$ cat src/rtl/ifu_pkg.sv
// Package: shared types for the instruction fetch unit.
// Assumes: the redirect kind arrives as a 2-bit code from decode.
package ifu_pkg;

    // Encoding of the control-flow request kind sent back by decode.
    typedef enum logic [1:0] {
        RK_IF_ZERO    = 2'b00,
        RK_IF_NONZERO = 2'b01,
        RK_JUMP       = 2'b10,
        RK_JUMP_REG   = 2'b11
    } redir_kind_e;

    // True for the two kinds whose outcome depends on the register value.
    function automatic logic is_conditional(input redir_kind_e k);
        return (k == RK_IF_ZERO) || (k == RK_IF_NONZERO);
    endfunction

endpackage

$ cat src/rtl/ifu_cond_eval.sv
// Module: ifu_cond_eval
// Decides whether a control-flow request is taken. Conditional kinds test
// one register value for zero or non-zero; both jump kinds are forced taken.
// Assumes: the operand is the already-read register value; purely combinational.
module ifu_cond_eval
    import ifu_pkg::*;
#(
    parameter int DATA_W = 32
) (
    input  redir_kind_e         kind,
    input  logic [DATA_W-1:0]   operand,
    output logic                taken
);

    logic is_zero;

    // Zero detect over the whole register value.
    always_comb begin
        is_zero = (operand == '0);
    end

    // Select the outcome by kind; jumps ignore the operand test.
    always_comb begin
        if (is_conditional(kind)) begin
            taken = (kind == RK_IF_ZERO) ? is_zero : !is_zero;
        end else begin
            taken = 1'b1;
        end
    end

endmodule

$ cat src/rtl/ifu_target_sel.sv
// Module: ifu_target_sel
// Picks the redirect destination: the request's target field for branches
// and direct jumps, or the truncated register value for a register jump.
// Assumes: the caller has already cut the register value to ADDR_W bits.
module ifu_target_sel
    import ifu_pkg::*;
#(
    parameter int ADDR_W = 9
) (
    input  redir_kind_e         kind,
    input  logic [ADDR_W-1:0]   field_target,
    input  logic [ADDR_W-1:0]   reg_target,
    output logic [ADDR_W-1:0]   dest
);

    // Destination multiplexer keyed on the request kind.
    always_comb begin
        unique case (kind)
            RK_JUMP_REG: dest = reg_target;
            default:     dest = field_target;
        endcase
    end

endmodule

$ cat src/rtl/ifu_pc_reg.sv
// Module: ifu_pc_reg
// Holds the instruction pointer that drives the instruction RAM address.
// Each cycle it moves to the next word, or to the redirect destination.
// Assumes: synchronous active-low reset; a redirect is already qualified.
module ifu_pc_reg #(
    parameter int              ADDR_W   = 9,
    parameter logic [ADDR_W-1:0] RESET_PC = '0
) (
    input  logic                clk,
    input  logic                rst_n,
    input  logic                redirect,
    input  logic [ADDR_W-1:0]   dest,
    output logic [ADDR_W-1:0]   pc
);

    localparam logic [ADDR_W-1:0] STEP = ADDR_W'(1);

    logic [ADDR_W-1:0] pc_q;
    logic [ADDR_W-1:0] pc_d;

    // Next-pointer choice: redirect wins, otherwise sequential with wrap.
    always_comb begin
        pc_d = redirect ? dest : (pc_q + STEP);
    end

    // Pointer register with synchronous reset to the start address.
    always_ff @(posedge clk) begin
        if (!rst_n) begin
            pc_q <= RESET_PC;
        end else begin
            pc_q <= pc_d;
        end
    end

    assign pc = pc_q;

endmodule

$ cat src/rtl/ifu_fetch_stage.sv
// Module: ifu_fetch_stage
// Tracks which address the RAM is answering this cycle and whether that
// answer is real, so decode gets a valid flag and the word's address.
// Assumes: the RAM returns data exactly one cycle after the address.
module ifu_fetch_stage #(
    parameter int ADDR_W = 9
) (
    input  logic                clk,
    input  logic                rst_n,
    input  logic [ADDR_W-1:0]   issued_addr,
    output logic                valid,
    output logic [ADDR_W-1:0]   word_addr
);

    logic              valid_q;
    logic [ADDR_W-1:0] addr_q;

    // Valid flag: low in reset, high from the first edge after release.
    always_ff @(posedge clk) begin
        if (!rst_n) begin
            valid_q <= 1'b0;
        end else begin
            valid_q <= 1'b1;
        end
    end

    // Address shadow: follows the RAM address by one cycle.
    always_ff @(posedge clk) begin
        if (!rst_n) begin
            addr_q <= '0;
        end else begin
            addr_q <= issued_addr;
        end
    end

    assign valid     = valid_q;
    assign word_addr = addr_q;

endmodule

$ cat src/rtl/ifu_fetch_unit.sv
// Module: ifu_fetch_unit (top)
// Instruction fetch with a single architectural delay slot. The pointer
// addresses a synchronous instruction RAM; the word returns next cycle and
// goes to decode. Decode answers in that same cycle with a control-flow
// request; a taken request changes the pointer after the word already in
// flight, which becomes the delay slot.
// Assumes: miss-free RAM with one-cycle latency; requests only count while
// a valid word is on the fetch output.
module ifu_fetch_unit
    import ifu_pkg::*;
#(
    parameter int                ADDR_W   = 9,
    parameter int                DATA_W   = 32,
    parameter logic [ADDR_W-1:0] RESET_PC = '0
) (
    input  logic                clk,
    input  logic                rst_n,
    output logic [ADDR_W-1:0]   imem_addr,
    input  logic [DATA_W-1:0]   imem_rdata,
    output logic                fetch_valid,
    output logic [DATA_W-1:0]   fetch_instr,
    output logic [ADDR_W-1:0]   fetch_pc,
    input  logic                br_req,
    input  logic [1:0]          br_kind,
    input  logic [DATA_W-1:0]   br_operand,
    input  logic [ADDR_W-1:0]   br_target
);

    redir_kind_e        kind;
    logic               cond_taken;
    logic               redirect;
    logic [ADDR_W-1:0]  dest;
    logic [ADDR_W-1:0]  pc;
    logic               valid;
    logic [ADDR_W-1:0]  word_addr;

    // Interpret the raw kind code as the shared enum.
    always_comb begin
        kind = redir_kind_e'(br_kind);
    end

    ifu_cond_eval #(
        .DATA_W (DATA_W)
    ) u_cond (
        .kind    (kind),
        .operand (br_operand),
        .taken   (cond_taken)
    );

    ifu_target_sel #(
        .ADDR_W (ADDR_W)
    ) u_tsel (
        .kind         (kind),
        .field_target (br_target),
        .reg_target   (br_operand[ADDR_W-1:0]),
        .dest         (dest)
    );

    // Qualify the request: only a valid fetched word may redirect.
    always_comb begin
        redirect = br_req && valid && cond_taken;
    end

    ifu_pc_reg #(
        .ADDR_W   (ADDR_W),
        .RESET_PC (RESET_PC)
    ) u_pc (
        .clk      (clk),
        .rst_n    (rst_n),
        .redirect (redirect),
        .dest     (dest),
        .pc       (pc)
    );

    ifu_fetch_stage #(
        .ADDR_W (ADDR_W)
    ) u_fs (
        .clk         (clk),
        .rst_n       (rst_n),
        .issued_addr (pc),
        .valid       (valid),
        .word_addr   (word_addr)
    );

    assign imem_addr   = pc;
    assign fetch_valid = valid;
    assign fetch_pc    = word_addr;
    assign fetch_instr = imem_rdata;

endmodule

$ cat config.mk
export PLATFORM = sky130hd
export DESIGN_NAME = ifu_fetch_unit
export DESIGN_NICKNAME = d
export VERILOG_FILES = /design/src/rtl/ifu_pkg.sv /design/src/rtl/ifu_cond_eval.sv /design/src/rtl/ifu_target_sel.sv /design/src/rtl/ifu_pc_reg.sv /design/src/rtl/ifu_fetch_stage.sv /design/src/rtl/ifu_fetch_unit.sv
export SDC_FILE = /design/constraint.sdc
export NUM_CORES = 1
export LEC_CHECK = 0
export BUFFER_PORTS_ARGS = -buffer_cell sky130_fd_sc_hd__buf_2
export CAP_MARGIN = 10
export CORE_ASPECT_RATIO = 2
export CORE_MARGIN = 8
export CORE_UTILIZATION = 35
export DETAILED_ROUTE_END_ITERATION = 16
export PLACE_DENSITY = 0.8
export SLEW_MARGIN = 10
export SYNTH_ARGS = -nofsm -noshare
export SYNTH_HDL_FRONTEND = slang
export SYNTH_SLANG_ARGS = --single-unit
$ cat constraint.sdc
create_clock -name clk -period 1.8 [get_ports clk]
set_input_delay 0.18 -clock clk [delete_from_list [all_inputs] [get_ports clk]]
set_output_delay 0.18 -clock clk [all_outputs]
set_load 0.01 [all_outputs]
* Word-level counts from Yosys, hierarchy flattened *
Cells that the tools add are included.

storage, ports and cells
  output and inout port bits = 51
  flip-flop bits (word level) = 19

cells by class
  reduce and logical (&&, ||, !) cells = 6
  multiplexer cells = 5
  eq/ne operators = 2
  add/sub/neg operators = 1

operators by type and width
  cell                                                             number
  32-bit zero test                                                 1
  9-bit 2-to-1 mux                                                 2
  9-bit by 1-bit adder with 9-bit output, second input constant    1
  1-bit 2-to-1 mux                                                 3
  2-bit by 1-bit == test with 1-bit output, second input constant  1
  2-bit == test, second input constant                             1
  1-bit logical AND                                                2
  2-bit zero test                                                  1
  1-bit zero test                                                  1
  1-bit logical OR                                                 1

* Logic depth before layout (Yosys ltp) *
Gate-level depths: netlist (run 1).

  depth after elaboration = 6
  mapped depth = 6
  depth with buffers taken out = 5

* By module *
A second synthesis (run 1) with hierarchy kept.

unflattened totals
  cells, all modules = 125
  area, all modules = 1,139.8 um^2

by module, submodules not included
  module           cells an instance  times used  area an instance (um^2)
  ifu_pc_reg       50                 1           436.7
  ifu_fetch_stage  19                 1           256.5
  ifu_fetch_unit   33                 1           246.5
  ifu_target_sel   10                 1           112.6
  ifu_cond_eval    13                 1           87.6

* Worst setup path before layout (run 1) *
Ideal clock, no wire load.

  kind = input to register
  from = in br_operand[16]
  to = reg u_pc.pc_q[0], in the netlist u_pc.pc[0]
  path buffers = 0
  data required time = 1.684 ns
  path slack = 0.242 ns
  setup time = 0.116 ns
  stages on the path = 5
  data arrival time = 1.442 ns
  cell sequence = nor4_1 > nand4_1 > or4_4 > a31o_1 > o211a_1

between the ends
  word-level cells in the longest chain between the ends = 6

RTL lines
  what                   RTL line              RTL
  start, declared        ifu_fetch_unit.sv:25  input logic [DATA_W-1:0] br_operand,
  32-bit zero test (*)   ifu_cond_eval.sv:19   is_zero = (operand == '0);
  1-bit zero test        ifu_cond_eval.sv:25   taken = (kind == RK_IF_ZERO) ? is_zero : !is_zero;
  1-bit 2-to-1 mux (*)   ifu_cond_eval.sv:25
  1-bit 2-to-1 mux (*)   ifu_cond_eval.sv:24   if (is_conditional(kind)) begin
  1-bit logical AND (*)  ifu_fetch_unit.sv:61  redirect = br_req && valid && cond_taken;
  9-bit 2-to-1 mux (*)   ifu_pc_reg.sv:23      pc_d = redirect ? dest : (pc_q + STEP);
  end signal, assigned   ifu_pc_reg.sv:31      pc_q <= pc_d;
  end, declared          ifu_pc_reg.sv:18      logic [ADDR_W-1:0] pc_q;

Mark *: on every way between the ends. The rest lies on a longest branch, timed or not.
A chain may end at the register's enable or synchronous reset.

* Worst setup path after layout (run 1) *
  from = in br_operand[25]
  to = reg u_pc.pc_q[0], in the netlist u_pc.pc[0]

The elaborated chain is that of the path after synthesis.

==> results of run 1 <==
-- power by group --
| part | switching (mW) | internal, mW | total (mW) |
|---|---|---|---|
| Sequential | 0.0212 | 0.447 | 0.468 |
| Combinational | 0.0947 | 0.108 | 0.203 |
| Clock | 0.139 | 0.154 | 0.292 |
-- layout by cell type, fill, tap and decap left out, drive strengths merged, types with 2 or more instances in the layout --
cell | Yosys | final
a221oi | 3 | 3
mux2 | 5 | 5
nand2 | 8 | 8
and2 | 10 | 10
mux2i | 4 | 4
a211oi | 3 | 3
nor2 | 2 | 2
o211ai | 4 | 4
nand3 | 4 | 4
and3 | 4 | 4
buf | 32 | 69
nor4 | 8 | 8
inv | 2 | 2
xnor2 | 6 | 6
clkbuf | 4 | 3
o211a | 2 | 2
a31o | 2 | 2
o21ai | 4 | 4
nand4 | 4 | 4
xor2 | 2 | 2
dfxtp | 19 | 19
nand2b | 4 | 4
-- sequential cells by signal (all words and copies together), names as in the netlist --
signal          flops
u_fs.word_addr      9
u_pc.pc             9
u_fs.valid          1
-- area by class of cell --
cell class / instances / area (sq um)
inverters: 2 / 7.51
multi-input cells: 82 / 593
repair buffers: 69 / 358
clock inverters: 1 / 5.00
fillers: 355 / 1950
well taps: 32 / 40.0
clock buffers: 3 / 41.3
flip-flops and latches: 19 / 380
-- per-stage QoR --
step / worst slack (ps) / hold WS (ps) / std cells
2_1_floorplan: 242 / 208 / 139
3_3_place_gp: -53.3 / 360 / 204
3_5_place_dp: -46.2 / 360 / 204
4_1_cts: 221 / 231 / 208
5_1_grt: 139 / 237 / 208
6_report: 238 / 234 / 208
-- metal layers --
layer	GRT usage	vias to the layer above	share of wire	wire, um
met3	0.0385	35	0.10	363
met5	0	-	0	0
met1	0.0935	471	0.29	1060
met2	0.225	62	0.52	1870
li1	-	541	-	-
met4	0.141	0	0.083	299
-- cell families after synthesis --
logic type / Yosys count / share of synthesized area
AOI/OAI and AO/OA: 18 / 0.110
xor gates and xnor gates: 8 / 0.0567
adders and majority gates: 1 / 0.0101
buffers and inverters: 38 / 0.213
DFF: 19 / 0.308
muxes: 9 / 0.0779
and+or+nand+nor: 46 / 0.225
-- path summary, 6_finish.rpt --
check | cells after the start | end | slack (ps) | startpoint
worst max-delay path | 6 | u_pc.pc[0] | 240 | br_operand[25]
worst min-delay path | 1 | u_fs.valid | 230 | rst_n
worst max register to register | 4 | u_pc.pc[4] | 480 | u_pc.pc[1]
worst min register to register | 1 | u_fs.word_addr[8] | 510 | u_pc.pc[8]
-- worst max-delay path, cell delays in order --
cell,delay (ps)
buf_2,100
nor4_1,310
nand4_1,210
or4_4,560
a31o_1,230
o211a_1,120
-- cell usage after synthesis, types with 2 or more instances --
cell	count
xor2_1	2
clkbuf_1	4
nor2_1	2
nand2_1	8
and3_1	4
mux2_2	5
o211a_1	2
nand2b_1	4
xnor2_1	6
buf_4	32
and2_1	10
a221oi_1	3
nand3_1	3
inv_1	2
a211oi_1	3
nand4_1	4
o21ai_0	3
o211ai_1	4
dfxtp_1	19
nor4_1	8
a31o_1	2
mux2i_1	4
==> reports/qor.yml, run 1 <==
worstSetupPathType: "in -> reg"
nets: 256
rows: 30
ir_drop_mv: 0.306
die_w_um: 58.0
hold_viol: 0
cts_root_buf: "clkbuf_8"
maxCapViolations: 0
final_core_util: 0.422
skew_ps: 3.34
hold_path.class: "in -> reg"
diodes: 0
ctsHtreeMaxLevel: 1
io_buffers: 64
grt_overflow: 0
ios: 129
cts_setup_buffers: 0
synth-edff-count: 0
dpl-instance-area_sq_um: 1380
cts.clk_slew.worst_paths_ps: 70
syn_nets: 218
grt_antenna_before_repair: 0
cts.sinks: 19
worstPathRequired_ps: 1950
post_cts_resized: 0
setup_tns_ps: 0
synth_top_area_share: 0.308
vias_per_cell: 5.33
maxSlewHeadroom: 0.749
gr-usage-all-layers: 0.125
cts_buffers: 3
yosysUniqueCellTypes: 27
die_height_um: 100
ys_ff_latch: 19
syn-instance-count: 139
routed_wl_um: 3590
dieArea_sq_um: 5810
status: "complete, no violations"
path_max_fanout: 3
num_vias: 1109
yosysSeqAreaShare: 0.308
min_period_ps: 1560
syn_area_sq_um: 1240
yosys_warnings: 0
finalCritPeriodShare: 0.868
max_freq_mhz: 640
p_total_uw: 963
worst_pin_slew_ps: 373
grt_max_degree: 24
drcViolationCount: 0
setup_viol: 0
start_kind: "input port"
cts_buffer_depth: 2
drive_above_1_share: 0.455
avgSynthCellArea_sq_um: 8.89
cts_tree: "yes"
rsz0062_at_grt: "false"
powerDensity_nw_per_um2: 676
ys.flop_type: "dfxtp_1"
synth_top_cell_by_area: "dfxtp_1"
first_global_vias: 1209
p_leak_nw: 0.700
routedWlPerCell_um: 17.3
grt_pass1_wl_um: 5630
clock_latency_ps: 250
syn2layout_area_growth_pct: 15.3
end_kind: "register"
drtPass1Iterations: 4
antenna_left: 0
async_flop_share: 0
gp_congestion: 0.792
synth.area.top_cells: "dfxtp_1 (31%), buf_4 (19%), and2_1 (5.1%)"
worst_ep_arrival_time_ps: 1710
drt_iter0_drc: 16
fin_area_sq_um: 1430
hpwl_um: 3080
hold_buffers: 0
coreArea_sq_um: 3380
maxSlewViolCount: 0
start_util: 0.366
No activity file was read; power rests on OpenSTA's default activity.
==> run 2: changes to the inputs <==
- PLACE_DENSITY: 0.8 -> 0.79
- clock period: 1.8 -> 1.6 ns (I/O delays scaled with it)
==> reports/qor.yml, run 2 (synthesized netlist as in run 1, its figures left out) <==
drcViolationCount: 0  # unchanged
status: "complete, no violations"  # unchanged
finalCritPeriodShare: 0.934
dieArea_sq_um: 5810  # unchanged
worst_pin_slew_ps: 349  # was 373 ps
maxCapViolations: 0  # unchanged
routedWlPerCell_um: 16.7  # was 17.3 um
num_vias: 1159  # was 1,109
cp-endpoint: "u_pc.pc[0]"  # unchanged
p_leak_nw: 0.740  # was 0.700 nW
setup_viol: 0  # unchanged
grt_antenna_before_repair: 0  # unchanged
worstPathRequired_ps: 1750  # was 1950 ps
cts_buffers: 3  # unchanged
cts.clk_slew.worst_paths_ps: 70  # about the same
cts_root_buf: "clkbuf_8"  # unchanged
gp_congestion: 0.835  # was 0.792
worst_ep_arrival_time_ps: 1650  # was 1710 ps
dpl-instance-area_sq_um: 1430  # was 1380 sq um
min_period_ps: 1490
start_kind: "input port"  # unchanged
critPathSlowestCell: "or4_4"  # unchanged
end_kind: "register"  # unchanged
first_global_vias: 1238  # was 1,209
powerDensity_nw_per_um2: 726  # was 676 nW/um^2
coreArea_sq_um: 3380  # unchanged
hold_path.class: "in -> reg"  # unchanged
rsz0062_at_grt: "false"  # unchanged
hold_viol: 0  # unchanged
fin_area_sq_um: 1520  # was 1430 sq um
worstHoldStart: "rst_n"  # unchanged
maxSlewHeadroom: 0.767  # was 0.749
die_w_um: 58.0  # unchanged
grt_max_degree: 24  # unchanged
cts_tree: "yes"  # unchanged
clock_latency_ps: 260  # was 250 ps
r2r-end: "u_pc.pc[4]"  # unchanged
layout_commonest_cell: "buf_2"  # unchanged
syn2layout_area_growth_pct: 23.0  # was 15.3%
r2r-start: "u_pc.pc[0]"  # was u_pc.pc[1]
setup_tns_ps: 0  # unchanged
start_util: 0.366  # unchanged
ios: 129  # unchanged
crit_path_max_incr_delay_ps: 540  # was 560 ps
layout_common_cells: "buf_2 (64), dfxtp_1 (19), buf_4 (13)"  # was buf_2 (64), dfxtp_1 (19), and2_1 (10)
nets: 264  # was 256
cts_buffer_depth: 2  # unchanged
placed_cells: 211  # was 204
vias_per_cell: 5.37  # was 5.33
fill_cells: 342  # was 355
routed_wl_um: 3600  # was 3590 um
diodes: 0  # unchanged
path_max_fanout: 3  # unchanged
drt_iter0_drc: 16  # unchanged
rows: 30  # unchanged
worstSetupPathType: "in -> reg"  # unchanged
skew_ps: 1.04  # was 3.34 ps
critPathLaunch: "br_operand[7]"  # was br_operand[25]
ir_drop_mv: 0.276  # was 0.306 mV
r2r_cells: 4  # unchanged
p_total_mw: 1.10  # was 963 uW
drive_above_1_share: 0.511  # was 0.455
maxSlewViolCount: 0  # unchanged
drtPass1Iterations: 4  # unchanged
rrSetupSlack_ps: 240  # was 480 ps
max_freq_mhz: 669
cts.sinks: 19  # unchanged
ctsHtreeMaxLevel: 1  # unchanged
antenna_left: 0  # unchanged
gr-usage-all-layers: 0.118  # was 0.125
holdWs_ps: 218  # was 234 ps
finalNonFillerCells: 216  # was 208
grt_pass1_wl_um: 5380  # was 5630 um
die_height_um: 100  # unchanged
path_cells: "buf_2 -> nor4_2 -> nand4_1 -> or4_4 -> a31o_1 -> o211a_1"  # was buf_2 -> nor4_1 -> nand4_1 -> or4_4 -> a31o_1 -> o211a_1
io_buffers: 64  # unchanged
grt_overflow: 0  # unchanged
run 2: cell count changes in the layout (fill, tap and decap cells not counted):
| cell | before | now |
|---|---|---|
| buf_4 | 5 | 13 |
| nor4_2 | 0 | 5 |
| o21ai_2 | 0 | 1 |
| o21ai_1 | 1 | 0 |
| nor4_1 | 8 | 3 |
run 2: metal layers:
layer  up-vias  wire [um]  global-route usage
met3        26        394              0.0410
li1        556          -                   -
met1       513       1070              0.0791
met2        64       1880               0.224
met4         0        255               0.120
met5         -          0                   0
run 2: worst min-delay path by stage:
stage          depth (start not counted)              end
2_1_floorplan                          0       u_fs.valid
5_1_grt                                1       u_fs.valid
3_5_place_dp                           0  fetch_instr[16]
3_3_place_gp                           0  fetch_instr[16]
4_1_cts                                1       u_fs.valid
6_report                               1       u_fs.valid
run 2: critical path: cells and delay by family:
| family | cells | cell delay (ps) |
|---|---|---|
| buf+inv | 1 | 110 |
| compound gates | 2 | 360 |
| simple gates | 3 | 1020 |
run 2: layout make-up:
class	count	area, sq um	area share
Sequential cell	19	380	0.250
Clock inverter	1	5.00	0.00329
Tap cell	32	40.0	0.0263
Inverter	2	7.51	0.00494
Timing Repair Buffer	77	418	0.275
Clock buffer	3	41.3	0.0272
Multi-Input combinational cell	82	628	0.413
run 2: power breakdown:
group,total [mW],switching (mW),internal [mW]
clock network,0.332,0.158,0.173
registers,0.528,0.0258,0.502
logic,0.244,0.113,0.131
total,1.10,0.297,0.807
run 2: repair_timing:
action	in CTS	in global routing
gates resized for setup	0	6
hold buffers	0	0
setup buffers	0	1
endpoints found under the setup margin	0	9
run 2: per-stage QoR:
stage / setup slack, ps / util
2_1_floorplan: 62.1 / -
4_1_cts: 13.1 / 0.437
3_5_place_dp: -260 / 0.424
6_report: 106 / 0.450
5_1_grt: 4.99 / 0.450
3_3_place_gp: -241 / 0.424
==> run 3: changes to the inputs <==
- clock period: 1.6 -> 1.55 ns (I/O delays scaled with it)
==> reports/qor.yml, run 3 (synthesized netlist as in run 1, its figures left out) <==
cts_buffer_depth: 2  # unchanged
nets: 265  # was 264
final_core_util: 0.455  # was 0.450
cts.sinks: 19  # unchanged
coreArea_sq_um: 3380  # unchanged
start_util: 0.366  # unchanged
path_cells: "buf_2 -> nor4_1 -> nand4_1 -> or4_4 -> a31o_1 -> o211a_1"  # was buf_2 -> nor4_2 -> nand4_1 -> or4_4 -> a31o_1 -> o211a_1
rrSetupSlack_ps: 170  # was 240 ps
place_ws_ps: -292  # was -260 ps
drtPass1Iterations: 4  # unchanged
status: "complete, no violations"  # unchanged
critPathSlowestCell: "or4_4"  # unchanged
cts.clk_slew.worst_paths_ps: 70  # about the same
grt_antenna_before_repair: 0  # unchanged
ir_drop_mv: 0.286  # was 0.276 mV
fill_cells: 342  # unchanged
skew_ps: 3.99  # was 1.04 ps
cp-endpoint: "u_pc.pc[0]"  # unchanged
path_max_fanout: 3  # unchanged
rows: 30  # unchanged
r2r-end: "u_pc.pc[4]"  # unchanged
worstSetupPathType: "in -> reg"  # unchanged
hold_viol: 0  # unchanged
hold_path.class: "in -> reg"  # unchanged
powerDensity_nw_per_um2: 756  # was 726 nW/um^2
die_height_um: 100  # unchanged
worstPathRequired_ps: 1710  # was 1750 ps
min_period_ps: 1470
first_global_vias: 1243  # was 1,238
p_leak_nw: 0.748  # was 0.740 nW
worst_pin_slew_ps: 344  # was 349 ps
multi_input_area_sq_um: 637  # was 628 sq um
holdWs_ps: 201  # was 218 ps
end_kind: "register"  # unchanged
worst_ep_arrival_time_ps: 1630  # was 1650 ps
max_freq_mhz: 681
layout_common_cells: "buf_2 (64), dfxtp_1 (19), buf_4 (14)"  # was buf_2 (64), dfxtp_1 (19), buf_4 (13)
r2r_cells: 4  # unchanged
cts_root_buf: "clkbuf_8"  # unchanged
grt_pass1_wl_um: 5490  # was 5380 um
gr-usage-all-layers: 0.122  # was 0.118
syn2layout_area_growth_pct: 24.3  # was 23.0%
layout_commonest_cell: "buf_2"  # unchanged
grt_overflow: 0  # unchanged
cts_buffers: 3  # unchanged
routed_wl_um: 3600  # about the same
drive_above_1_share: 0.514  # was 0.511
routedWlPerCell_um: 16.6  # was 16.7 um
antenna_left: 0  # unchanged
maxCapViolations: 0  # unchanged
ctsHtreeMaxLevel: 1  # unchanged
num_vias: 1149  # was 1,159
drcViolationCount: 0  # unchanged
hpwl_um: 3050
start_kind: "input port"  # unchanged
r2r-start: "u_pc.pc[0]"  # unchanged
gp_congestion: 0.836  # was 0.835
maxSlewHeadroom: 0.771  # was 0.767
io_buffers: 64  # unchanged
maxSlewViolCount: 0  # unchanged
clock_latency_ps: 270  # was 260 ps
critPathLaunch: "br_operand[25]"  # was br_operand[7]
ios: 129  # unchanged
finalCritPeriodShare: 0.947
crit_path_max_incr_delay_ps: 550  # was 540 ps
vias_per_cell: 5.29  # was 5.37
diodes: 0  # unchanged
grt_max_degree: 24  # unchanged
setup_ws_ps: 81.7  # was 106 ps
die_w_um: 58.0  # unchanged
ff_latch_area_sq_um: 380  # unchanged
drt_iter0_drc: 21  # was 16
dieArea_sq_um: 5810  # unchanged
setup_viol: 0  # unchanged
cts_tree: "yes"  # unchanged
-- run 3: stage by stage --
step | cells | instance area, sq um | setup TNS (ps) | power [mW]
after floorplan | 139 | 1240 | 0 | 0.753
after global placement | 212 | 1440 | -2400 | 0.805
after detailed placement | 212 | 1440 | -2410 | 0.809
after CTS | 216 | 1500 | 0 | 1.16
after global routing | 217 | 1540 | -17.9 | 1.21
final | 217 | 1540 | 0 | 1.16
-- run 3: repair_timing --
| action | CTS | global route |
|---|---|---|
| setup endpoints to repair | 5 | 9 |
| buffers inserted | 0 | 1 |
| gates resized for setup | 3 | 4 |
| hold buffers | 0 | 0 |
| pin swaps | 1 | 0 |
| gates cloned | 0 | 0 |
-- run 3: worst min-delay path by stage --
stage / to / cells past startpoint / slack [ps] / from
final: u_fs.valid / 1 / 200 / rst_n
after global routing: u_fs.valid / 1 / 220 / rst_n
after CTS: u_fs.valid / 1 / 200 / rst_n
after detailed placement: fetch_instr[16] / 0 / 310 / imem_rdata[16]
after global placement: fetch_instr[16] / 0 / 310 / imem_rdata[16]
after floorplan: u_fs.valid / 0 / 180 / rst_n
-- run 3: critical path: cells and delay by family --
family,cells,cell delay (ps)
and+or+nand+nor,3,1020
AOI/OAI and AO/OA,2,360
buffers and inverters,1,90
-- run 3: layer usage --
layer / part of all wire / wire length, um / vias up / GRT usage
met4: 0.076 / 274 / 0 / 0.118
met1: 0.29 / 1030 / 498 / 0.0858
li1: - / - / 555 / -
met5: 0 / 0 / - / 0
met3: 0.12 / 415 / 31 / 0.0385
met2: 0.52 / 1880 / 65 / 0.233
-- run 3: area by class of cell --
type	instances	share of cell area
multi-input cells	82	0.414
repair buffers	78	0.277
flip-flops and latches	19	0.248
clock buffers	3	0.0269
well taps	32	0.0261
inverters	2	0.00489
clock inverters	1	0.00326
-- run 3: power by group --
part / switching (mW) / total [mW] / leakage, nW / internal [mW]
logic: 0.123 / 0.263 / 0.566 / 0.140
registers: 0.0234 / 0.542 / 0.156 / 0.519
clock network: 0.176 / 0.355 / 0.0255 / 0.179
